--- src/rtl/hsp_pkg.sv ---
package hsp_pkg;
   localparam logic [1:0] ADR_PA  = 2'd0;
   localparam logic [1:0] ADR_PB  = 2'd1;
   localparam logic [1:0] ADR_ST  = 2'd2;
   localparam logic [1:0] ADR_CTL = 2'd3;

   // status port bit positions
   localparam int B_REQ   = 0;
   localparam int B_FULL  = 1;
   localparam int B_HS    = 2;
   localparam int A_REQ   = 3;
   localparam int A_STB   = 4;
   localparam int A_IBF   = 5;
   localparam int A_ACK   = 6;
   localparam int A_OBF   = 7;

   localparam int HS_PINS = 3;

   typedef struct packed {
      logic a_in;
      logic b_in;
   } dir_t;
endpackage

--- src/rtl/hsp_sync.sv ---
module hsp_sync #(
   parameter int STAGES = 2
) (
   input  logic clk,
   input  logic rst_n,
   input  logic d,
   output logic q
);
   generate
      if (STAGES == 0) begin : g_pass
         assign q = d;
      end else begin : g_chain
         logic [STAGES-1:0] chain;
         always_ff @(posedge clk) begin
            if (!rst_n) chain <= '1;
            else        chain <= {chain[STAGES-2 >= 0 ? STAGES-2 : 0 : 0], d} & {STAGES{1'b1}};
         end
         assign q = chain[STAGES-1];
      end
   endgenerate
endmodule

--- src/rtl/hsp_port.sv ---
module hsp_port #(
   parameter int DW = 8
) (
   input  logic          clk,
   input  logic          rst_n,
   input  logic          is_in,
   input  logic          clr,
   input  logic          hs_n,
   input  logic          rd_evt,
   input  logic          wr_evt,
   input  logic          inte,
   input  logic [DW-1:0] pin_d,
   input  logic [DW-1:0] cpu_d,
   output logic [DW-1:0] data_q,
   output logic          ibf,
   output logic          obf_n,
   output logic          intr
);
   logic hs_prev;
   logic oreq;

   always_ff @(posedge clk) begin
      if (!rst_n) begin
         data_q  <= '0;
         ibf     <= 1'b0;
         obf_n   <= 1'b1;
         oreq    <= 1'b0;
         hs_prev <= 1'b1;
      end else begin
         hs_prev <= hs_n;
         if (clr) begin
            ibf   <= 1'b0;
            obf_n <= 1'b1;
            oreq  <= 1'b0;
         end else if (is_in) begin
            if (!hs_n) begin
               data_q <= pin_d;
               ibf    <= 1'b1;
            end else if (rd_evt) begin
               ibf <= 1'b0;
            end
         end else begin
            if (wr_evt) begin
               data_q <= cpu_d;
               obf_n  <= 1'b0;
               oreq   <= 1'b0;
            end else begin
               if (hs_prev && !hs_n)         obf_n <= 1'b1;
               if (!hs_prev && hs_n && inte) oreq  <= 1'b1;
            end
         end
      end
   end

   assign intr = is_in ? (ibf && hs_n && inte) : oreq;

   AST_LOAD_SETS_FULL: assert property (@(posedge clk) disable iff (!rst_n)
      (is_in && !clr && !hs_n) |=> ibf);
   AST_READ_EMPTIES: assert property (@(posedge clk) disable iff (!rst_n)
      (is_in && !clr && hs_n && rd_evt) |=> !ibf);
   AST_WRITE_FILLS: assert property (@(posedge clk) disable iff (!rst_n)
      (!is_in && !clr && wr_evt) |=> (!obf_n && !intr));
   AST_ACK_EMPTIES: assert property (@(posedge clk) disable iff (!rst_n)
      (!is_in && !clr && !wr_evt && hs_prev && !hs_n) |=> obf_n);
   AST_IBF_ONLY_IN: assert property (@(posedge clk) disable iff (!rst_n)
      !is_in |-> !ibf);
   AST_OBF_ONLY_OUT: assert property (@(posedge clk) disable iff (!rst_n)
      is_in |-> obf_n);
endmodule

--- src/rtl/hsp_ctl.sv ---
module hsp_ctl
   import hsp_pkg::*;
#(
   parameter int DW = 8
) (
   input  logic          clk,
   input  logic          rst_n,
   input  logic          cs_n,
   input  logic          rd_n,
   input  logic          wr_n,
   input  logic [1:0]    addr,
   input  logic [DW-1:0] din,
   output logic          rd_a,
   output logic          rd_b,
   output logic          wr_a,
   output logic          wr_b,
   output logic          clr,
   output dir_t          dir,
   output logic          inte_a,
   output logic          inte_b,
   output logic [1:0]    free_q
);
   logic wr_prev, rd_prev;
   logic wr_evt, rd_evt, ctl_wr, bsr_ok, rsv_mode;
   logic [2:0] idx;
   logic [2:0] a_hs_idx, free_lo, free_hi;

   assign wr_evt   = !cs_n && !wr_n && wr_prev;
   assign rd_evt   = !cs_n && !rd_n && rd_prev;
   assign ctl_wr   = wr_evt && (addr == ADR_CTL);
   assign clr      = ctl_wr && din[7] && (din[6:2] == 5'd0);
   assign rsv_mode = ctl_wr && din[7] && (din[6:2] != 5'd0);
   assign bsr_ok   = ctl_wr && !din[7] && (din[6:4] == 3'd0);
   assign wr_a     = wr_evt && (addr == ADR_PA);
   assign wr_b     = wr_evt && (addr == ADR_PB);
   assign rd_a     = rd_evt && (addr == ADR_PA);
   assign rd_b     = rd_evt && (addr == ADR_PB);

   assign idx      = din[3:1];
   assign a_hs_idx = dir.a_in ? 3'(A_STB) : 3'(A_ACK);
   assign free_lo  = dir.a_in ? 3'(A_ACK) : 3'(A_STB);
   assign free_hi  = dir.a_in ? 3'(A_OBF) : 3'(A_IBF);

   always_ff @(posedge clk) begin
      if (!rst_n) begin
         wr_prev <= 1'b1;
         rd_prev <= 1'b1;
         dir     <= '{a_in: 1'b1, b_in: 1'b1};
         inte_a  <= 1'b0;
         inte_b  <= 1'b0;
         free_q  <= 2'b00;
      end else begin
         wr_prev <= wr_n;
         rd_prev <= rd_n;
         if (clr) begin
            dir.a_in <= din[0];
            dir.b_in <= din[1];
            inte_a   <= 1'b0;
            inte_b   <= 1'b0;
            free_q   <= 2'b00;
         end else if (bsr_ok) begin
            if (idx == a_hs_idx)  inte_a    <= din[0];
            if (idx == 3'(B_HS))  inte_b    <= din[0];
            if (idx == free_lo)   free_q[0] <= din[0];
            if (idx == free_hi)   free_q[1] <= din[0];
         end
      end
   end

   AST_MODE_CLEARS: assert property (@(posedge clk) disable iff (!rst_n)
      clr |=> (!inte_a && !inte_b && free_q == 2'b00));
   AST_RSV_IGNORED: assert property (@(posedge clk) disable iff (!rst_n)
      rsv_mode |=> $stable(dir));
endmodule

--- src/rtl/strobed_port_pair.sv ---
module strobed_port_pair
   import hsp_pkg::*;
#(
   parameter int DATA_W      = 8,
   parameter int SYNC_STAGES = 2
) (
   input  logic              clk,
   input  logic              rst_n,
   input  logic              cs_n,
   input  logic              rd_n,
   input  logic              wr_n,
   input  logic [1:0]        addr,
   input  logic [DATA_W-1:0] cpu_din,
   output logic [DATA_W-1:0] cpu_dout,
   input  logic [DATA_W-1:0] pa_in,
   output logic [DATA_W-1:0] pa_out,
   output logic              pa_oe,
   input  logic [DATA_W-1:0] pb_in,
   output logic [DATA_W-1:0] pb_out,
   output logic              pb_oe,
   input  logic [7:0]        pc_in,
   output logic [7:0]        pc_out,
   output logic [7:0]        pc_oe
);
   initial begin
      assert (DATA_W >= 8) else $error("DATA_W must be at least 8");
      assert (SYNC_STAGES >= 0 && SYNC_STAGES <= 4) else $error("SYNC_STAGES out of range");
   end

   logic rd_a, rd_b, wr_a, wr_b, clr, inte_a, inte_b;
   dir_t dir;
   logic [1:0] free_q;
   logic [HS_PINS-1:0] hs_raw, hs_s;
   logic hs_a, hs_b;
   logic ibf_a, obf_n_a, intr_a, ibf_b, obf_n_b, intr_b;
   logic [DATA_W-1:0] data_a, data_b;
   logic [7:0] st_rd;

   hsp_ctl #(.DW(DATA_W)) u_ctl (
      .clk(clk), .rst_n(rst_n), .cs_n(cs_n), .rd_n(rd_n), .wr_n(wr_n),
      .addr(addr), .din(cpu_din), .rd_a(rd_a), .rd_b(rd_b), .wr_a(wr_a),
      .wr_b(wr_b), .clr(clr), .dir(dir), .inte_a(inte_a), .inte_b(inte_b),
      .free_q(free_q)
   );

   assign hs_raw = {pc_in[A_ACK], pc_in[A_STB], pc_in[B_HS]};

   genvar g;
   generate
      for (g = 0; g < HS_PINS; g++) begin : g_sync
         hsp_sync #(.STAGES(SYNC_STAGES)) u_sync (
            .clk(clk), .rst_n(rst_n), .d(hs_raw[g]), .q(hs_s[g])
         );
      end
   endgenerate

   assign hs_b = hs_s[0];
   assign hs_a = dir.a_in ? hs_s[1] : hs_s[2];

   hsp_port #(.DW(DATA_W)) u_port_a (
      .clk(clk), .rst_n(rst_n), .is_in(dir.a_in), .clr(clr), .hs_n(hs_a),
      .rd_evt(rd_a), .wr_evt(wr_a), .inte(inte_a), .pin_d(pa_in),
      .cpu_d(cpu_din), .data_q(data_a), .ibf(ibf_a), .obf_n(obf_n_a),
      .intr(intr_a)
   );

   hsp_port #(.DW(DATA_W)) u_port_b (
      .clk(clk), .rst_n(rst_n), .is_in(dir.b_in), .clr(clr), .hs_n(hs_b),
      .rd_evt(rd_b), .wr_evt(wr_b), .inte(inte_b), .pin_d(pb_in),
      .cpu_d(cpu_din), .data_q(data_b), .ibf(ibf_b), .obf_n(obf_n_b),
      .intr(intr_b)
   );

   always_comb begin
      pc_out         = '0;
      pc_out[B_REQ]  = intr_b;
      pc_out[B_FULL] = dir.b_in ? ibf_b : obf_n_b;
      pc_out[A_REQ]  = intr_a;
      if (dir.a_in) begin
         pc_out[A_IBF] = ibf_a;
         pc_out[A_ACK] = free_q[0];
         pc_out[A_OBF] = free_q[1];
      end else begin
         pc_out[A_OBF] = obf_n_a;
         pc_out[A_STB] = free_q[0];
         pc_out[A_IBF] = free_q[1];
      end
      pc_oe       = '1;
      pc_oe[B_HS] = 1'b0;
      if (dir.a_in) pc_oe[A_STB] = 1'b0;
      else          pc_oe[A_ACK] = 1'b0;
   end

   always_comb begin
      st_rd       = pc_in;
      st_rd[B_HS] = inte_b;
      if (dir.a_in) st_rd[A_STB] = inte_a;
      else          st_rd[A_ACK] = inte_a;
   end

   always_comb begin
      cpu_dout = '0;
      if (!cs_n && !rd_n) begin
         case (addr)
            ADR_PA:  cpu_dout = data_a;
            ADR_PB:  cpu_dout = data_b;
            ADR_ST:  cpu_dout = DATA_W'(st_rd);
            default: cpu_dout = '0;
         endcase
      end
   end

   assign pa_out = data_a;
   assign pb_out = data_b;
   assign pa_oe  = !dir.a_in;
   assign pb_oe  = !dir.b_in;

   AST_OE_FOLLOWS_DIR: assert property (@(posedge clk) disable iff (!rst_n)
      clr |=> (pa_oe == !$past(cpu_din[0]) && pb_oe == !$past(cpu_din[1])));
endmodule

--- config.mk ---
export PLATFORM = sky130hd
export DESIGN_NAME = strobed_port_pair
export DESIGN_NICKNAME = d
export VERILOG_FILES = /design/src/rtl/hsp_pkg.sv /design/src/rtl/hsp_sync.sv /design/src/rtl/hsp_port.sv /design/src/rtl/hsp_ctl.sv /design/src/rtl/strobed_port_pair.sv
export SDC_FILE = /design/constraint.sdc
export NUM_CORES = 1
export LEC_CHECK = 0
export BUFFER_PORTS_ARGS = -buffer_cell sky130_fd_sc_hd__buf_2
export CORE_ASPECT_RATIO = 1.75
export CORE_MARGIN = 5
export CORE_UTILIZATION = 53
export CTS_CLUSTER_DIAMETER = 100
export DETAILED_ROUTE_END_ITERATION = 12
export PLACE_DENSITY = 0.87
export SLEW_MARGIN = 20
export SYNTH_ARGS = -nofsm -noshare
export SYNTH_HDL_FRONTEND = slang
export SYNTH_SLANG_ARGS = --single-unit
--- constraint.sdc ---
create_clock -name clk -period 3.4 [get_ports clk]
set_clock_uncertainty 0.05 [all_clocks]
set_input_delay 0.51 -clock clk [delete_from_list [all_inputs] [get_ports clk]]
set_output_delay 0.51 -clock clk [all_outputs]
set_load 0.02 [all_outputs]
After elaboration in Yosys (flattened, before gate mapping)
Cells that the tools add are included.
{"block": "word_totals", "register_bits": 38, "word_cells": 126}
{"block": "classes", "n_reduce_logical": 55, "n_mux": 35, "bitwise_logic": 4, "n_eq_ne": 11}
{"op": "two-way mux 8 bit", "n": 7}
{"op": "two-way mux 1 bit", "n": 24}
{"op": "one-hot mux 8 bit (3 select lines)", "n": 1}
{"op": "logical AND 1 bit", "n": 23}
{"op": "AND reduction 2 bit", "n": 10}
{"op": "nonzero test 2 bit", "n": 6}
{"op": "zero test 1 bit", "n": 10}
{"op": "== test 3 bit", "n": 3}
{"op": "!= test 2 bit, second input constant", "n": 4}
{"op": "two-way mux 2 bit", "n": 3}
{"op": "AND reduction 3 bit", "n": 2}
{"op": "zero test 5 bit", "n": 1}
{"op": "== test 2 bit, second input constant", "n": 2}
{"op": "NOT 1 bit", "n": 4}
{"op": "== test 3 x 2 -> 1 bit, second input constant", "n": 1}
{"op": "zero test 3 bit", "n": 1}
{"op": "== test 2 x 1 -> 1 bit, second input constant", "n": 1}
{"op": "zero test 2 bit", "n": 1}
{"op": "OR reduction 2 bit", "n": 1}

Logic depth before layout (Yosys ltp)
Gate-level depths: netlist (run 1).
{"block": "logic_depth", "word_depth": 8, "ltp_mapped": 6, "mapped_depth_nobuf": 4}

Cells and area by module
Synthesis (run 1) repeated with hierarchy kept, for this count alone.
{"block": "unflattened", "cells_unflattened": 246, "area_unflattened_um2": 2213.4}
{"mod": "hsp_port", "instances": 2, "cells_each": 67, "area_each_um2": 606.8}
{"mod": "hsp_ctl", "instances": 1, "cells_each": 43, "area_each_um2": 427.9}
{"mod": "strobed_port_pair", "instances": 1, "cells_each": 57, "area_each_um2": 414.1}
{"mod": "hsp_sync", "instances": 3, "cells_each": 4, "area_each_um2": 52.6}

Least setup slack after synthesis (run 1)
No wires, ideal clock.
{"block": "synth_path", "kind": "input-to-output", "from": "in addr[1]", "to": "out cpu_dout[0]", "cell_stages": 5, "arrival_ns": 1.521, "slack_ns": 1.319, "required_ns": 2.840, "n_path_buf": 2, "path_cell_list": "clkbuf_1 nor2b_1 clkbuf_1 a21oi_1 nor2_1"}
{"block": "synth_via", "elab_chain_cells": 3}
{"element": "start: declaration", "line": "strobed_port_pair.sv:12", "text": "input logic [1:0] addr,"}
{"element": "== test 2 bit, or another cell as far along", "line": "strobed_port_pair.sv:104", "text": "case (addr)"}
{"element": "one-hot mux 8 bit (3 select lines) (*)", "line": "strobed_port_pair.sv:104"}
{"element": "two-way mux 8 bit (*)", "line": "strobed_port_pair.sv:103", "text": "if (!cs_n && !rd_n) begin"}
{"element": "end: declaration", "line": "strobed_port_pair.sv:14", "text": "output logic [DATA_W-1:0] cpu_dout,"}
Mark *: on every way between the ends. The rest lies on a longest branch, timed or not.

Worst setup path after layout (run 1)
{"block": "layout_path", "from": "reg u_ctl.dir[1] (netlist name)", "to": "out cpu_dout[4]"}
{"block": "layout_via", "elab_chain_cells": 3}
{"element": "two-way mux 1 bit", "line": "strobed_port_pair.sv:97", "text": "if (dir.a_in) st_rd[A_STB] = inte_a;"}
{"element": "one-hot mux 8 bit (3 select lines)", "line": "strobed_port_pair.sv:104"}
{"element": "two-way mux 8 bit", "line": "strobed_port_pair.sv:103"}
No other way between the ends.

==> impl_metrics.prom, run 1 <==
# TYPE chip_impl_metric gauge
chip_impl_metric{name="place.port_buffers",unit=""} 73
chip_impl_metric{name="cts_hold_buffers",unit=""} 0
chip_impl_metric{name="synth_seq_cells",unit=""} 38
chip_impl_metric{name="die_h",unit="um"} 94.5
chip_impl_metric{name="cts_htree_levels",unit=""} 2
chip_impl_metric{name="clock_sink_count",unit=""} 38
chip_impl_metric{name="fin_ws",unit="ns"} 0.938
chip_impl_metric{name="num_antenna_cells",unit=""} 0
chip_impl_metric{name="synth.distinct_cells",unit=""} 44
chip_impl_metric{name="min_period_over_period",unit="%"} 72.4
chip_impl_metric{name="residual_antenna_violating_net_count_after_detailed_routing",unit=""} 0
chip_impl_metric{name="gr-usage-all-layers",unit="%"} 22.3
chip_impl_info{name="crit_path_top_delay_cell",value="sky130_fd_sc_hd__dfxtp_1"} 1
chip_impl_metric{name="synthArstFlopShare",unit="%"} 0
chip_impl_metric{name="totalPowerFinal",unit="mW"} 1.00
chip_impl_metric{name="slew_headroom",unit="%"} 53.5
chip_impl_metric{name="post_dp_cell_area",unit="mm2"} 0.00243
chip_impl_info{name="ys_dominant_reg_cell",value="sky130_fd_sc_hd__dfxtp_1"} 1
chip_impl_metric{name="routed_via_density",unit=""} 5.76
chip_impl_metric{name="gp_congestion",unit=""} 0.838
chip_impl_metric{name="path_buf_inv",unit=""} 1
chip_impl_metric{name="cts-buffers-inserted",unit=""} 5
chip_impl_metric{name="first_global_vias",unit=""} 1968
chip_impl_metric{name="avgRoutedWirePerCell",unit="um"} 17.6
chip_impl_metric{name="finalHoldViolations",unit=""} 0
chip_impl_metric{name="clk_transition_reported_paths",unit="ns"} 0.08
chip_impl_metric{name="worst_path_arrival",unit="ns"} 1.90
chip_impl_metric{name="design.core.area",unit="mm2"} 0.00390
chip_impl_metric{name="cts.path.max_buffers",unit=""} 2
chip_impl_metric{name="powerDensity",unit="mW/mm2"} 393
chip_impl_info{name="outcome",value="finished, final reports clean"} 1
chip_impl_metric{name="horiz_die_dim",unit="um"} 58.3
chip_impl_metric{name="finalNetCount",unit=""} 329
chip_impl_metric{name="totalWireLength",unit="um"} 5960
chip_impl_metric{name="row_count",unit=""} 30
chip_impl_metric{name="yosysWarningCount",unit=""} 0
chip_impl_info{name="cts.root.buffer_cell",value="sky130_fd_sc_hd__clkbuf_8"} 1
chip_impl_metric{name="power_leakage",unit="nW"} 1.32
chip_impl_metric{name="critical_path_peak_fanout",unit=""} 17
chip_impl_metric{name="final_area",unit="mm2"} 0.00254
chip_impl_metric{name="fmax",unit="MHz"} 406
chip_impl_metric{name="grt_start_max_net_pins",unit=""} 32
chip_impl_info{name="path_cells",value="mux2_2 -> a21oi_1 -> nor2_1 -> buf_2"} 1
chip_impl_metric{name="post_cts_buffers",unit=""} 0
chip_impl_info{name="unrepaired_setup_endpoints_after_global_routing",value="no"} 1
chip_impl_metric{name="finalCriticalPeriod",unit="ns"} 2.46
chip_impl_metric{name="slew_viol_final",unit=""} 0
chip_impl_metric{name="non_filler_instance_count_after_layout",unit=""} 339
chip_impl_info{name="critical_path_class",value="register to primary output"} 1
chip_impl_metric{name="cpPeakStageDelay",unit="ns"} 0.77
chip_impl_metric{name="synth_area",unit="mm2"} 0.00216
chip_impl_metric{name="setup-tns-final",unit="ns"} 0
chip_impl_info{name="cts_tree",value="done"} 1
chip_impl_info{name="start_kind",value="register"} 1
chip_impl_metric{name="grt_overflow_total",unit=""} 0
chip_impl_metric{name="drc_errors",unit=""} 0
chip_impl_metric{name="dp_cells",unit=""} 331
chip_impl_metric{name="worst-r2r-setup-slack",unit="ns"} 1.08
chip_impl_metric{name="synthesis.instances",unit=""} 228
chip_impl_metric{name="number_of_antenna_violations_at_the_first_check_in_global_routing",unit=""} 0
chip_impl_metric{name="yosysSeqAreaShare",unit="%"} 35.2
chip_impl_metric{name="drt_pre_antenna_iters",unit=""} 4
chip_impl_metric{name="setup_viol_count_final",unit=""} 0
chip_impl_metric{name="layout-drive-gt1-share",unit="%"} 39.2
chip_impl_metric{name="hpwlAfterDp",unit="um"} 4580
chip_impl_metric{name="r2r.worst_path.cells",unit=""} 4
chip_impl_metric{name="tightestPinTransition",unit="ns"} 0.697
chip_impl_metric{name="fp.dieArea",unit="mm2"} 0.00550
chip_impl_metric{name="areaGrowthSynthToFinish",unit="%"} 17.6
chip_impl_metric{name="final_core_area_utilization",unit="%"} 65.1
chip_impl_info{name="critPathCaptureType",value="primary output"} 1
chip_impl_metric{name="synth_area_per_cell",unit="um2"} 9.48
chip_impl_metric{name="worst-path-stages",unit=""} 4
chip_impl_metric{name="final.hold.worst_slack",unit="ns"} 0.351
chip_impl_metric{name="starting_drt_drc_count",unit=""} 110
chip_impl_metric{name="worst_ir_drop_vdd",unit="uV"} 353
chip_impl_metric{name="grt_pass1_wl",unit="um"} 9410
chip_impl_metric{name="top_level_ports",unit=""} 81
chip_impl_metric{name="dp_worst_setup_slack",unit="ns"} 1.07
chip_impl_metric{name="number_of_flops_mapped_to_enable_cells_by_yosys",unit=""} 0
chip_impl_metric{name="worst_hold_path.num_cells",unit=""} 2
chip_impl_metric{name="required",unit="ns"} 2.84
chip_impl_metric{name="initial_utilization",unit="%"} 55.4
chip_impl_metric{name="cap_viol_max_count",unit=""} 0
chip_impl_metric{name="clk-insertion-delay-late",unit="ns"} 0.29
chip_impl_metric{name="detailroute.via_count",unit=""} 1952
chip_impl_info{name="worst_path_dominant_cell_family",value="flip-flops"} 1
chip_impl_metric{name="post_cts_resized",unit=""} 0
chip_impl_info{name="holdCritPathClass",value="input port to register"} 1
-- sequential cells by signal, summed over array words and instances (netlist names), 2 cells and up --
signal                       count
u_ctl.free_q                     2
g_sync.u_sync.g_chain.chain      6
u_port_a.data_q                  8
u_port_b.data_q                  8
u_ctl.dir                        2
-- synthesized netlist by cell type (2+ instances only) --
cell type | number | area share (%)
sky130_fd_sc_hd__nand2b_1 | 10 | 2.9
sky130_fd_sc_hd__o211ai_1 | 2 | 0.69
sky130_fd_sc_hd__a31oi_1 | 2 | 0.58
sky130_fd_sc_hd__o31ai_1 | 17 | 5.9
sky130_fd_sc_hd__nor3_1 | 3 | 0.69
sky130_fd_sc_hd__nor2_1 | 23 | 4.0
sky130_fd_sc_hd__a21oi_4 | 2 | 1.5
sky130_fd_sc_hd__or2_1 | 2 | 0.58
sky130_fd_sc_hd__buf_2 | 3 | 0.69
sky130_fd_sc_hd__dfxtp_1 | 38 | 35
sky130_fd_sc_hd__buf_6 | 4 | 2.1
sky130_fd_sc_hd__a31oi_2 | 2 | 1.2
sky130_fd_sc_hd__a21oi_1 | 12 | 2.8
sky130_fd_sc_hd__nor2b_1 | 3 | 0.87
sky130_fd_sc_hd__mux2_2 | 4 | 2.1
sky130_fd_sc_hd__o21ai_0 | 4 | 0.93
sky130_fd_sc_hd__clkbuf_1 | 4 | 0.69
sky130_fd_sc_hd__inv_1 | 5 | 0.87
sky130_fd_sc_hd__conb_1 | 2 | 0.35
sky130_fd_sc_hd__mux2i_1 | 30 | 14
sky130_fd_sc_hd__nand3_1 | 2 | 0.46
sky130_fd_sc_hd__nand2_1 | 5 | 0.87
sky130_fd_sc_hd__nand4_1 | 4 | 1.2
sky130_fd_sc_hd__buf_4 | 12 | 4.2
sky130_fd_sc_hd__a21oi_2 | 14 | 5.7
-- final cells by class --
class                      count  area, um2
clock buffer                   5       68.8
clock inverter                 3       40.0
fill                         337       1360
inverter                       5       18.8
multi-input combinational    163       1200
sequential                    38        761
tap                           48       60.1
timing repair buffer          77        395
-- report_power, final --
part	leakage (nW)	switching (mW)	total (mW)	internal, mW
logic	0.950	0.0921	0.148	0.0561
registers	0.311	0.0138	0.475	0.462
clock network	0.0579	0.160	0.376	0.216
total	1.32	0.266	1.00	0.733
-- per-layer routing --
layer,vias up,GRT usage [%],part of all wire (%)
met5,-,0,0
met4,0,12.4,4.1
met3,15,5.20,7.2
met2,103,39.7,53
met1,918,23.2,35
li1,916,-,-
-- worst register-to-register path, stage by stage, from the launching register on --
cell and delay (ns):
sky130_fd_sc_hd__dfxtp_1 0.77, sky130_fd_sc_hd__or2b_2 0.40, sky130_fd_sc_hd__a31oi_2 0.40, sky130_fd_sc_hd__or2_1 0.48, sky130_fd_sc_hd__a21oi_2 0.10
-- final timing paths --
check,start,endpoint
setup / recovery,u_ctl.dir[1],cpu_dout[4]
hold / removal,pc_in[2],g_sync[0].u_sync.g_chain.chain[0]
setup reg to reg,u_ctl.dir[1],u_port_a.data_q[4]
hold reg to reg,g_sync[1].u_sync.g_chain.chain[0],g_sync[1].u_sync.g_chain.chain[1]
-- layout by cell type (no fill, tap or decap), types with 3 or more instances in the layout --
cell,netlist,routed
sky130_fd_sc_hd__inv_1,5,5
sky130_fd_sc_hd__nor3_1,3,3
sky130_fd_sc_hd__nor2b_1,3,3
sky130_fd_sc_hd__nand2b_1,10,10
sky130_fd_sc_hd__dfxtp_1,38,38
sky130_fd_sc_hd__a21oi_2,14,14
sky130_fd_sc_hd__clkbuf_8,1,5
sky130_fd_sc_hd__nand4_1,4,4
sky130_fd_sc_hd__o31ai_1,17,17
sky130_fd_sc_hd__nor2_1,23,23
sky130_fd_sc_hd__nand2_1,5,5
sky130_fd_sc_hd__buf_2,3,73
sky130_fd_sc_hd__mux2i_1,30,30
sky130_fd_sc_hd__mux2_2,4,4
sky130_fd_sc_hd__conb_1,2,7
sky130_fd_sc_hd__buf_4,12,4
sky130_fd_sc_hd__o21ai_0,4,4
sky130_fd_sc_hd__a21oi_1,12,12
-- cells by family after synthesis --
family          after synthesis  synth area share (%)
simple gates                 64                  17.8
compound gates               57                  20.0
flops                        38                  35.2
mux                          34                  16.0
buf+inv                      32                  10.2
other cells                   2                 0.348
xor+xnor                      1                 0.405
No activity file was read; power rests on OpenSTA's default activity.
==> run 2, diff against run 1 <==
--- a/config.mk
+++ b/config.mk
@@ -8,10 +8,10 @@
 export BUFFER_PORTS_ARGS = -buffer_cell sky130_fd_sc_hd__buf_2
 export CORE_ASPECT_RATIO = 1.75
 export CORE_MARGIN = 5
-export CORE_UTILIZATION = 53
+export CORE_UTILIZATION = 49
 export CTS_CLUSTER_DIAMETER = 100
 export DETAILED_ROUTE_END_ITERATION = 12
-export PLACE_DENSITY = 0.87
+export PLACE_DENSITY = 0.82
 export SLEW_MARGIN = 20
 export SYNTH_ARGS = -nofsm -noshare
 export SYNTH_HDL_FRONTEND = slang
==> constraint.sdc (replaced) <==
create_clock -name clk -period 2.3 [get_ports clk]
set_clock_uncertainty 0.05 [all_clocks]
set_input_delay 0.345 -clock clk [delete_from_list [all_inputs] [get_ports clk]]
set_output_delay 0.345 -clock clk [all_outputs]
set_load 0.02 [all_outputs]
==> impl_metrics.prom, run 2 (synthesized netlist as in run 1, its figures left out) <==
# TYPE chip_impl_metric gauge
chip_impl_metric{name="layout-drive-gt1-share",unit="%"} 40.0
chip_impl_metric{name="horiz_die_dim",unit="um"} 60.2
chip_impl_metric{name="slew_viol_final",unit=""} 0
chip_impl_info{name="timing.rr.end",value="u_port_b.data_q[0]"} 1
chip_impl_metric{name="detailroute.via_count",unit=""} 1941
chip_impl_metric{name="initial_utilization",unit="%"} 49.5
chip_impl_metric{name="min_period_over_period",unit="%"} 86.1
chip_impl_metric{name="gp_congestion",unit=""} 0.817
chip_impl_metric{name="totalWireLength",unit="um"} 5880
chip_impl_metric{name="cap_viol_max_count",unit=""} 0
chip_impl_metric{name="critical_path_peak_fanout",unit=""} 12
chip_impl_metric{name="required",unit="ns"} 1.90
chip_impl_metric{name="setup_viol_count_final",unit=""} 0
chip_impl_metric{name="finalCriticalPeriod",unit="ns"} 1.98
chip_impl_metric{name="worst-r2r-setup-slack",unit="ns"} 0.51
chip_impl_info{name="outcome",value="finished, final reports clean"} 1
chip_impl_metric{name="worst_ir_drop_vdd",unit="uV"} 543
chip_impl_metric{name="hpwlAfterDp",unit="um"} 4530
chip_impl_metric{name="cts.path.max_buffers",unit=""} 2
chip_impl_metric{name="drt_pre_antenna_iters",unit=""} 4
chip_impl_metric{name="met1_usage",unit="%"} 22.3
chip_impl_info{name="commonest_non_fill_non_tap_cell_in_the_layout",value="sky130_fd_sc_hd__buf_2"} 1
chip_impl_metric{name="power_leakage",unit="nW"} 1.34
chip_impl_info{name="layout.cells.most_common_list",value="73 x sky130_fd_sc_hd__buf_2, 38 x sky130_fd_sc_hd__dfxtp_1, 30 x sky130_fd_sc_hd__mux2i_1"} 1
chip_impl_info{name="setup.worst_path.start",value="u_ctl.dir[1]"} 1
chip_impl_metric{name="design.core.area",unit="mm2"} 0.00436
chip_impl_metric{name="grt_start_max_net_pins",unit=""} 18
chip_impl_metric{name="first_global_vias",unit=""} 2062
chip_impl_metric{name="place.port_buffers",unit=""} 73
chip_impl_info{name="cp-endpoint",value="cpu_dout[4]"} 1
chip_impl_metric{name="number_of_fillers_in_the_final_layout",unit=""} 397
chip_impl_metric{name="starting_drt_drc_count",unit=""} 42
chip_impl_metric{name="cts-buffers-inserted",unit=""} 5
chip_impl_metric{name="non_filler_instance_count_after_layout",unit=""} 346
chip_impl_info{name="cts.root.buffer_cell",value="sky130_fd_sc_hd__clkbuf_8"} 1
chip_impl_metric{name="routed_via_density",unit=""} 5.61
chip_impl_metric{name="slew_headroom",unit="%"} 58.0
chip_impl_metric{name="clock_sink_count",unit=""} 38
chip_impl_metric{name="clk-insertion-delay-late",unit="ns"} 0.29
chip_impl_info{name="critical_path_class",value="register to primary output"} 1
chip_impl_metric{name="worst_path_arrival",unit="ns"} 1.59
chip_impl_metric{name="row_count",unit=""} 32
chip_impl_metric{name="post_cts_buffers",unit=""} 0
chip_impl_info{name="global_route.peak_usage_layer",value="met2"} 1
chip_impl_metric{name="r2r.worst_path.cells",unit=""} 4
chip_impl_metric{name="powerDensity",unit="mW/mm2"} 577
chip_impl_metric{name="grt_use_met2",unit="%"} 37.0
chip_impl_metric{name="grt_pass1_wl",unit="um"} 9610
chip_impl_metric{name="drc_errors",unit=""} 0
chip_impl_metric{name="clk_transition_reported_paths",unit="ns"} 0.07
chip_impl_metric{name="finalHoldViolations",unit=""} 0
chip_impl_info{name="rr_startpoint",value="u_ctl.wr_prev"} 1
chip_impl_info{name="start_kind",value="register"} 1
chip_impl_metric{name="fmax",unit="MHz"} 505
chip_impl_metric{name="number_of_antenna_violations_at_the_first_check_in_global_routing",unit=""} 0
chip_impl_metric{name="residual_antenna_violating_net_count_after_detailed_routing",unit=""} 0
chip_impl_metric{name="cts_hold_buffers",unit=""} 0
chip_impl_metric{name="num_antenna_cells",unit=""} 0
chip_impl_metric{name="tightestPinTransition",unit="ns"} 0.624
chip_impl_metric{name="fp.dieArea",unit="mm2"} 0.00589
chip_impl_metric{name="dp_cells",unit=""} 339
chip_impl_info{name="unrepaired_setup_endpoints_after_global_routing",value="no"} 1
chip_impl_metric{name="final.hold.worst_slack",unit="ns"} 0.196
chip_impl_metric{name="gr_met3_demand_resource",unit="%"} 4.10
chip_impl_info{name="holdCritPathClass",value="input port to register"} 1
chip_impl_metric{name="grt_overflow_total",unit=""} 0
chip_impl_metric{name="finalNetCount",unit=""} 334
chip_impl_metric{name="gr-usage-all-layers",unit="%"} 21.3
chip_impl_metric{name="avgRoutedWirePerCell",unit="um"} 17.0
chip_impl_metric{name="die_h",unit="um"} 97.8
chip_impl_metric{name="post_cts_resized",unit=""} 0
chip_impl_metric{name="cts_htree_levels",unit=""} 2
chip_impl_metric{name="setup-tns-final",unit="ns"} 0
chip_impl_info{name="layout_top_registers",value="u_port_a.data_q: 8 flops, u_port_b.data_q: 8 flops, g_sync.u_sync.g_chain.chain: 6 flops"} 1
chip_impl_metric{name="areaGrowthSynthToFinish",unit="%"} 19.7
chip_impl_info{name="cts_tree",value="done"} 1
chip_impl_info{name="critPathCaptureType",value="primary output"} 1
chip_impl_metric{name="top_level_ports",unit=""} 81
[run 2: changes by cell type in the layout (fill, tap and decap cells not counted), sizes merged]
cell	delta
clkbuf	+1
clkinv	-2
buf	+5
[run 2: final cells by class]
cell class              count  area [um2]  share of cell area (%)
well taps                  51        63.8                    2.47
clock inverters             1        30.0                    1.16
multi-input cells         163        1200                    46.3
flip-flops and latches     38         761                    29.4
clock buffers               6        82.6                    3.19
repair buffers             82         433                    16.7
inverters                   5        18.8                   0.726
[run 2: routing by layer]
layer | share of wire (%) | vias up | wire length, um
met5 | 0 | - | 0
li1 | - | 927 | -
met4 | 5.2 | 0 | 303
met2 | 53 | 87 | 3130
met1 | 35 | 902 | 2080
met3 | 6.1 | 25 | 360
[run 2: how the worst min path moves through the flow]
stage                                      start                                end  slack, ns  cells past startpoint
2_1_floorplan  g_sync[0].u_sync.g_chain.chain[0]  g_sync[0].u_sync.g_chain.chain[1]       0.34                      1
3_3_place_gp   g_sync[1].u_sync.g_chain.chain[0]  g_sync[1].u_sync.g_chain.chain[1]       0.35                      1
3_5_place_dp   g_sync[1].u_sync.g_chain.chain[0]  g_sync[1].u_sync.g_chain.chain[1]       0.35                      1
4_1_cts                                 pc_in[2]  g_sync[0].u_sync.g_chain.chain[0]       0.20                      2
5_1_grt                                 pc_in[2]  g_sync[0].u_sync.g_chain.chain[0]       0.20                      2
6_report                                pc_in[2]  g_sync[0].u_sync.g_chain.chain[0]       0.20                      2
[run 2: worst max-delay path: stages (launching register included)]
cell and delay (ns):
sky130_fd_sc_hd__dfxtp_1 0.33, sky130_fd_sc_hd__buf_4 0.21, sky130_fd_sc_hd__mux2_2 0.37, sky130_fd_sc_hd__a21oi_1 0.17
sky130_fd_sc_hd__nor2_1 0.05, sky130_fd_sc_hd__buf_2 0.16
[run 2: power by group]
| group | total [mW] | internal, mW | switching (mW) |
|---|---|---|---|
| registers | 0.702 | 0.683 | 0.0192 |
| clock network | 0.569 | 0.347 | 0.222 |
| logic | 0.221 | 0.0860 | 0.135 |
| total | 1.49 | 1.12 | 0.377 |
[run 2: per-stage QoR]
stage	instance area [um2]	power (mW)	worst slack, ns	util [%]
after floorplan	2180	0.857	0.549	-
after global placement	2470	0.931	0.213	56.7
after detailed placement	2470	0.935	0.197	56.7
after CTS	2590	1.50	0.310	59.3
after global routing	2590	1.55	0.246	59.3
final	2590	1.49	0.319	59.3
